File: src/rtl/dwc_pkg.sv
`timescale 1ns/1ps
package dwc_pkg;

    localparam int unsigned LANES = 4;

    typedef logic [7:0]             byte_t;
    typedef logic [LANES-1:0]       lanes_t;
    typedef logic [LANES-1:0][7:0]  word_t;

    typedef enum logic { ST_IDLE, ST_RUN } state_e;

    // Lanes k with lo <= k < hi (hi may be 4).
    function automatic lanes_t lane_span(input logic [2:0] lo, input logic [2:0] hi);
        lanes_t m;
        for (int k = 0; k < LANES; k++) begin
            m[k] = (3'(k) >= lo) && (3'(k) < hi);
        end
        return m;
    endfunction

    // Head fragment: mask in the low byte, lanes 1..3 in place.
    function automatic logic [31:0] pack_head(input word_t w, input lanes_t v);
        logic [31:0] r;
        r = '0;
        for (int k = 1; k < LANES; k++) begin
            if (v[k]) r[8*k +: 8] = w[k];
            r[k-1] = v[k];
        end
        return r;
    endfunction

    // Tail fragment: mask in the high byte, lanes 0..2 in place.
    function automatic logic [31:0] pack_tail(input word_t w, input lanes_t v);
        logic [31:0] r;
        r = '0;
        for (int k = 0; k < LANES-1; k++) begin
            if (v[k]) r[8*k +: 8] = w[k];
            r[24+k] = v[k];
        end
        return r;
    endfunction

endpackage

File: src/rtl/dwc_lane_buffer.sv
`timescale 1ns/1ps
module dwc_lane_buffer
    import dwc_pkg::*;
#(
    parameter int unsigned AW = 32
) (
    input  logic          clk,
    input  logic          rst,
    input  logic          load,
    input  logic [AW-1:0] load_addr,
    input  logic          push,
    input  byte_t         push_byte,
    output logic [AW-1:0] ptr,
    output word_t         held,
    output word_t         merged,
    output logic          complete
);

    logic [1:0] lane;
    assign lane = ptr[1:0];

    always_comb begin
        merged       = held;
        merged[lane] = push_byte;
    end

    assign complete = push && !load && (lane == 2'd3);

    always_ff @(posedge clk) begin
        if (rst) begin
            ptr  <= '0;
            held <= '0;
        end else if (load) begin
            ptr  <= load_addr;
            held <= '0;
        end else if (push) begin
            ptr <= ptr + AW'(1);
            if (complete) held <= '0;
            else          held[lane] <= push_byte;
        end
    end

    AST_PTR_STEP: assert property (@(posedge clk) disable iff (rst)
        (push && !load) |=> (ptr == $past(ptr) + AW'(1)));

endmodule

File: src/rtl/dwc_word_writer.sv
`timescale 1ns/1ps
module dwc_word_writer
    import dwc_pkg::*;
#(
    parameter int unsigned AW = 32
) (
    input  logic          clk,
    input  logic          rst,
    input  logic          clr,
    input  logic          en,
    input  logic [AW-1:0] addr,
    input  word_t         data,
    output logic          wr_en,
    output logic [AW-1:0] wr_addr,
    output logic [31:0]   wr_data
);

    always_ff @(posedge clk) begin
        if (rst) begin
            wr_en   <= 1'b0;
            wr_addr <= '0;
            wr_data <= '0;
        end else begin
            wr_en <= en;
            if (en) begin
                wr_addr <= {addr[AW-1:2], 2'b00};
                wr_data <= data;
            end
        end
    end

    // Tracking of the previous write, used only by the stride check.
    logic          seen_q;
    logic [AW-1:0] last_q;
    always_ff @(posedge clk) begin
        if (rst || clr) begin
            seen_q <= 1'b0;
            last_q <= '0;
        end else if (wr_en) begin
            seen_q <= 1'b1;
            last_q <= wr_addr;
        end
    end

    AST_WORD_STRIDE: assert property (@(posedge clk) disable iff (rst)
        (wr_en && seen_q) |-> (wr_addr == last_q + AW'(4)));

endmodule

File: src/rtl/dwc_edge_regs.sv
`timescale 1ns/1ps
module dwc_edge_regs
    import dwc_pkg::*;
#(
    parameter int unsigned AW = 32
) (
    input  logic          clk,
    input  logic          rst,
    input  logic          clr,
    input  logic          head_en,
    input  word_t         head_src,
    input  lanes_t        head_lanes,
    input  logic          tail_en,
    input  word_t         tail_src,
    input  lanes_t        tail_lanes,
    input  logic [AW-1:0] resid_in,
    output logic [31:0]   head_word,
    output logic [31:0]   tail_word,
    output logic [AW-1:0] resid_addr
);

    always_ff @(posedge clk) begin
        if (rst) begin
            head_word  <= '0;
            tail_word  <= '0;
            resid_addr <= '0;
        end else if (clr) begin
            head_word <= '0;
            tail_word <= '0;
        end else begin
            if (head_en) head_word <= pack_head(head_src, head_lanes);
            if (tail_en) begin
                tail_word  <= pack_tail(tail_src, tail_lanes);
                resid_addr <= resid_in;
            end
        end
    end

    logic head_done_q;
    always_ff @(posedge clk) begin
        if (rst || clr) head_done_q <= 1'b0;
        else if (head_en) head_done_q <= 1'b1;
    end

    AST_HEAD_ONCE: assert property (@(posedge clk) disable iff (rst)
        (head_en && !clr) |-> !head_done_q);

endmodule

File: src/rtl/dwc_edge_capture.sv
`timescale 1ns/1ps
module dwc_edge_capture
    import dwc_pkg::*;
#(
    parameter int unsigned AW = 32
) (
    input  logic          clk,
    input  logic          rst,
    input  logic          start,
    input  logic [AW-1:0] start_addr,
    input  logic          byte_valid,
    input  logic [7:0]    byte_data,
    input  logic          stop,
    output logic          busy,
    output logic          wr_en,
    output logic [AW-1:0] wr_addr,
    output logic [31:0]   wr_data,
    output logic [31:0]   head_word,
    output logic [31:0]   tail_word,
    output logic [AW-1:0] resid_addr
);

    state_e     state_q;
    logic       first_q;
    logic [1:0] start_lane_q;

    logic          accept, stop_now, complete;
    logic [AW-1:0] ptr;
    word_t         held, merged;
    logic [1:0]    cur_lane;
    logic          head_case;

    assign busy     = (state_q == ST_RUN);
    assign accept   = busy && byte_valid && !stop && !start;
    assign stop_now = busy && stop && !start;
    assign cur_lane = ptr[1:0];
    assign head_case = first_q && (start_lane_q != 2'd0);

    always_ff @(posedge clk) begin
        if (rst) begin
            state_q      <= ST_IDLE;
            first_q      <= 1'b0;
            start_lane_q <= 2'd0;
        end else if (start) begin
            state_q      <= ST_RUN;
            first_q      <= 1'b1;
            start_lane_q <= start_addr[1:0];
        end else if (stop_now) begin
            state_q <= ST_IDLE;
        end else if (complete) begin
            first_q <= 1'b0;
        end
    end

    dwc_lane_buffer #(.AW(AW)) u_buf (
        .clk       (clk),
        .rst       (rst),
        .load      (start),
        .load_addr (start_addr),
        .push      (accept),
        .push_byte (byte_data),
        .ptr       (ptr),
        .held      (held),
        .merged    (merged),
        .complete  (complete)
    );

    logic   write_en;
    logic   head_en;
    word_t  head_src;
    lanes_t head_lanes;
    lanes_t tail_lanes;
    logic [2:0] tail_lo;

    assign write_en = complete && !head_case;
    assign head_en  = head_case && (complete || stop_now);
    assign head_src = complete ? merged : held;
    assign head_lanes = complete ? lane_span({1'b0, start_lane_q}, 3'd4)
                                 : lane_span({1'b0, start_lane_q}, {1'b0, cur_lane});
    assign tail_lo    = head_case ? {1'b0, start_lane_q} : 3'd0;
    assign tail_lanes = lane_span(tail_lo, {1'b0, cur_lane});

    dwc_word_writer #(.AW(AW)) u_wr (
        .clk     (clk),
        .rst     (rst),
        .clr     (start),
        .en      (write_en),
        .addr    (ptr),
        .data    (merged),
        .wr_en   (wr_en),
        .wr_addr (wr_addr),
        .wr_data (wr_data)
    );

    dwc_edge_regs #(.AW(AW)) u_edge (
        .clk        (clk),
        .rst        (rst),
        .clr        (start),
        .head_en    (head_en),
        .head_src   (head_src),
        .head_lanes (head_lanes),
        .tail_en    (stop_now),
        .tail_src   (held),
        .tail_lanes (tail_lanes),
        .resid_in   ({ptr[AW-1:2], 2'b00}),
        .head_word  (head_word),
        .tail_word  (tail_word),
        .resid_addr (resid_addr)
    );

    AST_NO_WRITE_IDLE: assert property (@(posedge clk) disable iff (rst)
        wr_en |-> $past(busy && byte_valid));

    AST_CLEAR_ON_START: assert property (@(posedge clk) disable iff (rst)
        start |=> (head_word == 32'd0) && (tail_word == 32'd0) && busy);

    AST_IDLE_STABLE: assert property (@(posedge clk) disable iff (rst)
        (!busy && !start) |=> $stable(head_word) && $stable(tail_word) && !wr_en);

endmodule

File: config.mk
export PLATFORM = sky130hd
export DESIGN_NAME = dwc_edge_capture
export DESIGN_NICKNAME = d
export VERILOG_FILES = /design/src/rtl/dwc_pkg.sv /design/src/rtl/dwc_lane_buffer.sv /design/src/rtl/dwc_word_writer.sv /design/src/rtl/dwc_edge_regs.sv /design/src/rtl/dwc_edge_capture.sv
export SDC_FILE = /design/constraint.sdc
export NUM_CORES = 1
export LEC_CHECK = 0
export CAP_MARGIN = 20
export CORE_AREA = 2 2 166 168
export DETAILED_ROUTE_END_ITERATION = 7
export DIE_AREA = 0 0 168 170
export SYNTH_ARGS = -nofsm -noshare
export SYNTH_HDL_FRONTEND = slang
export SYNTH_HIERARCHICAL = 1
export SYNTH_SLANG_ARGS = --single-unit
File: constraint.sdc
create_clock -name clk -period 3.3 [get_ports clk]
set_input_delay 0.66 -clock clk [delete_from_list [all_inputs] [get_ports clk]]
set_output_delay 0.66 -clock clk [all_outputs]
set_load 0.005 [all_outputs]
== Word-level counts from Yosys, hierarchy flattened ==
Index checks and enable logic that the tools add are counted.

* Add/subtract/negate cells: 1
* Multiply operators: 0
* Div/mod/pow operators: 0
* Magnitude comparators: 11
* Equal/unequal tests: 2
* Shift-type cells: 0
* Muxes and demuxes: 20
* Bitwise gates (word level): 1
* Reduce and logical (&&, ||, !) cells: 28

{| class="wikitable"
|+ Operators with widths
! operator !! count
|-
| 32-bit 2-to-1 mux || 4
|-
| 8-bit 2-to-1 mux || 7
|-
| 32-bit by 1-bit adder with 32-bit output (second input constant) || 1
|-
| 32-bit bitwise mux || 1
|-
| 1-bit logical AND || 17
|-
| 8-bit demux with 2-bit select || 1
|-
| 1-bit by 2-bit greater-or-equal comparator with 1-bit output (first input constant) || 4
|-
| 2-bit nonzero test || 4
|-
| 1-bit 2-to-1 mux || 5
|-
| 2-bit greater-or-equal comparator (first input constant) || 2
|-
| 1-bit by 2-bit less-than comparator with 1-bit output (first input constant) || 2
|-
| 4-bit 2-to-1 mux || 1
|-
| 2-bit AND reduction || 2
|-
| 1-bit logical NOT || 3
|-
| 2-bit by 3-bit less-than comparator with 1-bit output (second input constant) || 1
|-
| 2-bit equality test (second input constant) || 1
|-
| 2-bit by 1-bit greater-or-equal comparator with 1-bit output (second input constant) || 1
|-
| 2-bit less-than comparator (first input constant) || 1
|-
| 2-bit 2-to-1 mux || 1
|-
| 2-bit inequality test (second input constant) || 1
|-
| 2-bit OR reduction || 1
|-
| 1-bit logical OR || 1
|-
| 1-bit inverter || 1
|}

* Register bits: 215
* Bits in latches: 0
* Bits in writable memories: 0
* Memory bits (read-only): 0
* Input port bits: 45
* Output and inout bits: 162
* Logic and storage cells: 77
* Memories kept: 0

== Longest topological paths before layout ==
* Depth in word-level cells: 8
* Mapped depth: 14
* Gate-level depth less buffers: 9

== Cells and area by module ==
The synthesis kept the hierarchy.

{| class="wikitable"
|+ Modules (own cells, without submodules)
! module !! instances !! cells an instance !! area each (sq um) !! sequential area each (sq um)
|-
| dwc_lane_buffer || 1 || 430 || 3639.7 || 1281.2
|-
| dwc_edge_regs || 1 || 339 || 3036.7 || 1721.7
|-
| dwc_word_writer || 1 || 205 || 2299.7 || 1261.2
|-
| dwc_edge_capture || 1 || 68 || 757.0 || 80.1
|}

== Worst setup path before layout ==
Ideal clock, no wire load.

* Kind: in2reg
* Start: in stop
* End: reg u_edge.head_word[14]
* Library setup time: 0.117 ns
* Data arrival time: 3.153 ns
* Required time: 3.183 ns
* Path slack: 0.031 ns
* Cell stages on the path: 14
* Buffers on the path: 5
* Cell sequence: nand2b_1 > nor3b_1 > clkbuf_1 > nand3_1 > clkbuf_1 > inv_1 > buf_6 > buf_8 > inv_1 > a21oi_1 > clkinv_1 > buf_2 > a22oi_1 > nor2_1

* Cells in the longest elaborated chain, start to end: 7
* Elaborated cells between the ends (all ways): 12
* Classes of those cells: mux: 3; reduce/logical: 9

{| class="wikitable"
|+ Ends and longest elaborated chain
! what !! RTL line !! text
|-
| start: declaration || dwc_edge_capture.sv:13 || <nowiki>input logic stop,</nowiki>
|-
| 1-bit logical NOT || dwc_edge_capture.sv:34 || <nowiki>assign accept = busy && byte_valid && !stop && !start;</nowiki>
|-
| 1-bit logical AND (2 in a row) || dwc_edge_capture.sv:34 ||
|-
| net accept || dwc_edge_capture.sv:27 || <nowiki>logic accept, stop_now, complete;</nowiki>
|-
| 1-bit logical AND (2 in a row) || dwc_lane_buffer.sv:27 || <nowiki>assign complete = push && !load && (lane == 2'd3);</nowiki>
|-
| net complete || dwc_edge_capture.sv:27 ||
|-
| 1-bit logical OR || dwc_edge_capture.sv:76 || <nowiki>assign head_en = head_case && (complete || stop_now);</nowiki>
|-
| 1-bit logical AND || dwc_edge_capture.sv:76 ||
|-
| net head_en || dwc_edge_capture.sv:69 || <nowiki>logic head_en;</nowiki>
|-
| end signal: assignment || dwc_edge_regs.sv:31 || <nowiki>if (head_en) head_word <= pack_head(head_src, head_lanes);</nowiki>
|-
| end: declaration || dwc_edge_regs.sv:17 || <nowiki>output logic [31:0] head_word,</nowiki>
|}

The timed path passes the listed nets, and every way through them passes these cells.
A chain may end at the register's enable or synchronous reset.

== Worst setup path in the final report ==
Ends and elaborated chain as after synthesis.

==> reports/qor.csv <==
metric,value,unit
Syn Inst Count,1032,
Max Fanout on Critical Path,27,
Least-Margin Pin Slew,752,ps
DIE HEIGHT,170,um
first-pass GRT wire length,43500,um
GRT met2 Usage,30.3,%
Final Skew,13.0,ps
cell area after synthesis,0.00962,mm2
Lkg Pwr,4.34,nW
TritonRoute pass-1 iters,5,
Max Cap Viol,0,
Setup crit start kind,input pin,
initial antenna violation count,2,
Finished Layout Cells,1562,
H-tree depth,1,
# clock sinks,217,
Cell Pwr Density,489,mW/mm2
hold crit path type,reg2reg,
placed cell count,1512,
"slowest stage delay, CP",430,ps
DR iter-0 viols,548,
Residual DRC,0,
CTS Buf Count,26,
crit share post-route,76.7,%
arrival time worst endpoint,2920,ps
GP Congestion,0.775,
Total Wirelength,27900,um
Layout Nets,1248,
Initial Util,36.1,%
"Setup violations, final",0,
hold buffer count at CTS,0,
Worst-Skew Late Latency,520,ps
IO Pins,207,
RSZ-0062 raised after global routing,no,
number of global-route vias before repair,7573,
routed wire length per instance,17.9,um
routed vias/inst,5.10,
Layout area overhead,31.2,%
multi-input logic area,0.00461,mm2
CTS tree,yes,
core area,0.0267,mm2
Most Crowded Layer GR,met2,
Final Cell Area,0.0126,mm2
"Hold Vio Cnt, Final",0,
post-CTS setup buffers,0,
Crit-path slowest cell,clkdlybuf4s50_1,
FF/Latch Area,0.00434,mm2
Post-CTS Resized,0,
Syn Area/Cell,9.32,um2
critical path's most frequent cell,inv_1,
fraction of layout cells with a size suffix above 1,11.9,%
placed inst area,0.0116,mm2
die area,0.0286,mm2
"Cell Chain, Critical Path",clkdlybuf4s50_1 > nand2b_1 > nor3b_2 > buf_12 > nand3_1 > inv_1 > inv_1 > a21oi_1 > clkinv_1 > buf_4 > a22oi_1 > nor2_1,
final period demand of the worst path,2530,ps
Root Driver,clkbuf_16,
Peak Freq,395,MHz
met3 Use GR,3.47,%
Post-DRT Antenna Nets,0,
Worst-path clk slew,60,ps
Tot GR Track Use,19.1,%
largest net degree at the start of global routing,75,
Critical Path RT,3690,ps
input/output buffers,194,
CP Capture Type,flip-flop,
Vias,7965,
Slew Limit Fails,0,
met1 GRT Util,26.8,%
Setup CP Type,in2reg,
DIE WIDTH,168,um
Layout fillers,2505,
CTS max path bufs,3,
num rows,60,
YS warnings,6,
Peak supply drop,276,uV
Rel. slew slack,49.8,%
Final HPWL DP,18700,um
Setup TNS,0,ps
total gr overflow,0,
status,finished clean,
==> layout make-up <==
| class | count | share of cell area (%) |
|---|---|---|
| clock inverters | 11 | 1.46 |
| well taps | 341 | 3.38 |
| repair buffers | 220 | 17.3 |
| clock buffers | 36 | 6.18 |
| flip-flops and latches | 217 | 34.4 |
| diodes | 3 | 0.0595 |
| multi-input cells | 712 | 36.6 |
| inverters | 22 | 0.655 |
==> state kept, by name (all words and copies together) (netlist names) <==
| register | count |
|---|---|
| busy | 1 |
| first_q | 1 |
| start_lane_q | 2 |
| u_buf/held | 32 |
| u_buf/ptr | 32 |
| u_edge/head_word | 27 |
| u_edge/resid_addr | 32 |
| u_edge/tail_word | 27 |
| u_wr/wr_addr | 30 |
| u_wr/wr_data | 32 |
| u_wr/wr_en | 1 |
==> placed cells by master, fill, tap and decap left out, types with 3 or more instances in the layout <==
master and n:
clkdlybuf4s50_1 192, a22oi_1 49, nor4_1 4, or4_1 3, o21ai_0 10, a31oi_1 3
nor4b_1 5, inv_1 20, clkbuf_16 27, dfxtp_1 217, a221oi_1 3, nand3_1 41
and4_1 14, bufinv_16 5, xnor2_1 6, a211oi_1 15, conb_1 14, mux2_2 35
ha_1 4, buf_4 23, mux2i_1 65, clkinv_2 5, nor3b_1 9, o211ai_1 5
clkbuf_8 7, buf_12 4, and3_1 14, diode_2 3, nor2_1 137, or3b_2 3
mux2_4 21, a21oi_1 79, nand4_1 11, nand2b_1 26, a2111oi_0 5, nor3_1 7
and2_1 8, xor2_1 4, nand2_1 85
==> worst max-delay path, delay by kind of cell <==
family | cells | cell delay, ps
buf+inv | 6 | 1200
compound gates | 2 | 450
simple gates | 4 | 600
==> power breakdown <==
| group | total [mW] | switching [mW] | internal [mW] |
|---|---|---|---|
| sequential | 2.72 | 0.0634 | 2.65 |
| clock | 3.16 | 1.13 | 2.03 |
| combinational | 0.292 | 0.164 | 0.128 |
| total | 6.17 | 1.35 | 4.81 |
==> layer usage <==
layer | vias up | routed length [um]
met5 | - | 0
met4 | 0 | 331
met3 | 24 | 1460
met2 | 217 | 12900
met1 | 3796 | 13300
li1 | 3928 | -
==> metrics by stage <==
step / total power, mW / util (%) / worst slack (ps) / hold WS [ps]
6_report: 6.17 / 47.3 / 770 / 454
5_1_grt: 6.39 / 47.3 / 555 / 470
4_1_cts: 6.24 / 47.3 / 813 / 456
3_5_place_dp: 3.06 / 43.7 / 282 / 448
3_3_place_gp: 3.06 / 43.7 / 347 / 443
2_1_floorplan: 2.93 / - / 87.3 / 441
==> final timing paths <==
path / from / end / slack (ps) / cells past startpoint
setup / recovery: stop / u_edge/head_word[14]$_SDFFE_PP0P_ / 770 / 12
hold / removal: u_edge/resid_addr[16]$_SDFFE_PP0P_ / u_edge/resid_addr[16]$_SDFFE_PP0P_ / 450 / 2
setup reg to reg: u_buf/ptr[1]$_SDFFE_PP0P_ / u_edge/head_word[14]$_SDFFE_PP0P_ / 900 / 9
hold reg to reg: u_edge/resid_addr[16]$_SDFFE_PP0P_ / u_edge/resid_addr[16]$_SDFFE_PP0P_ / 450 / 2
No activity file was read; power rests on OpenSTA's default activity.
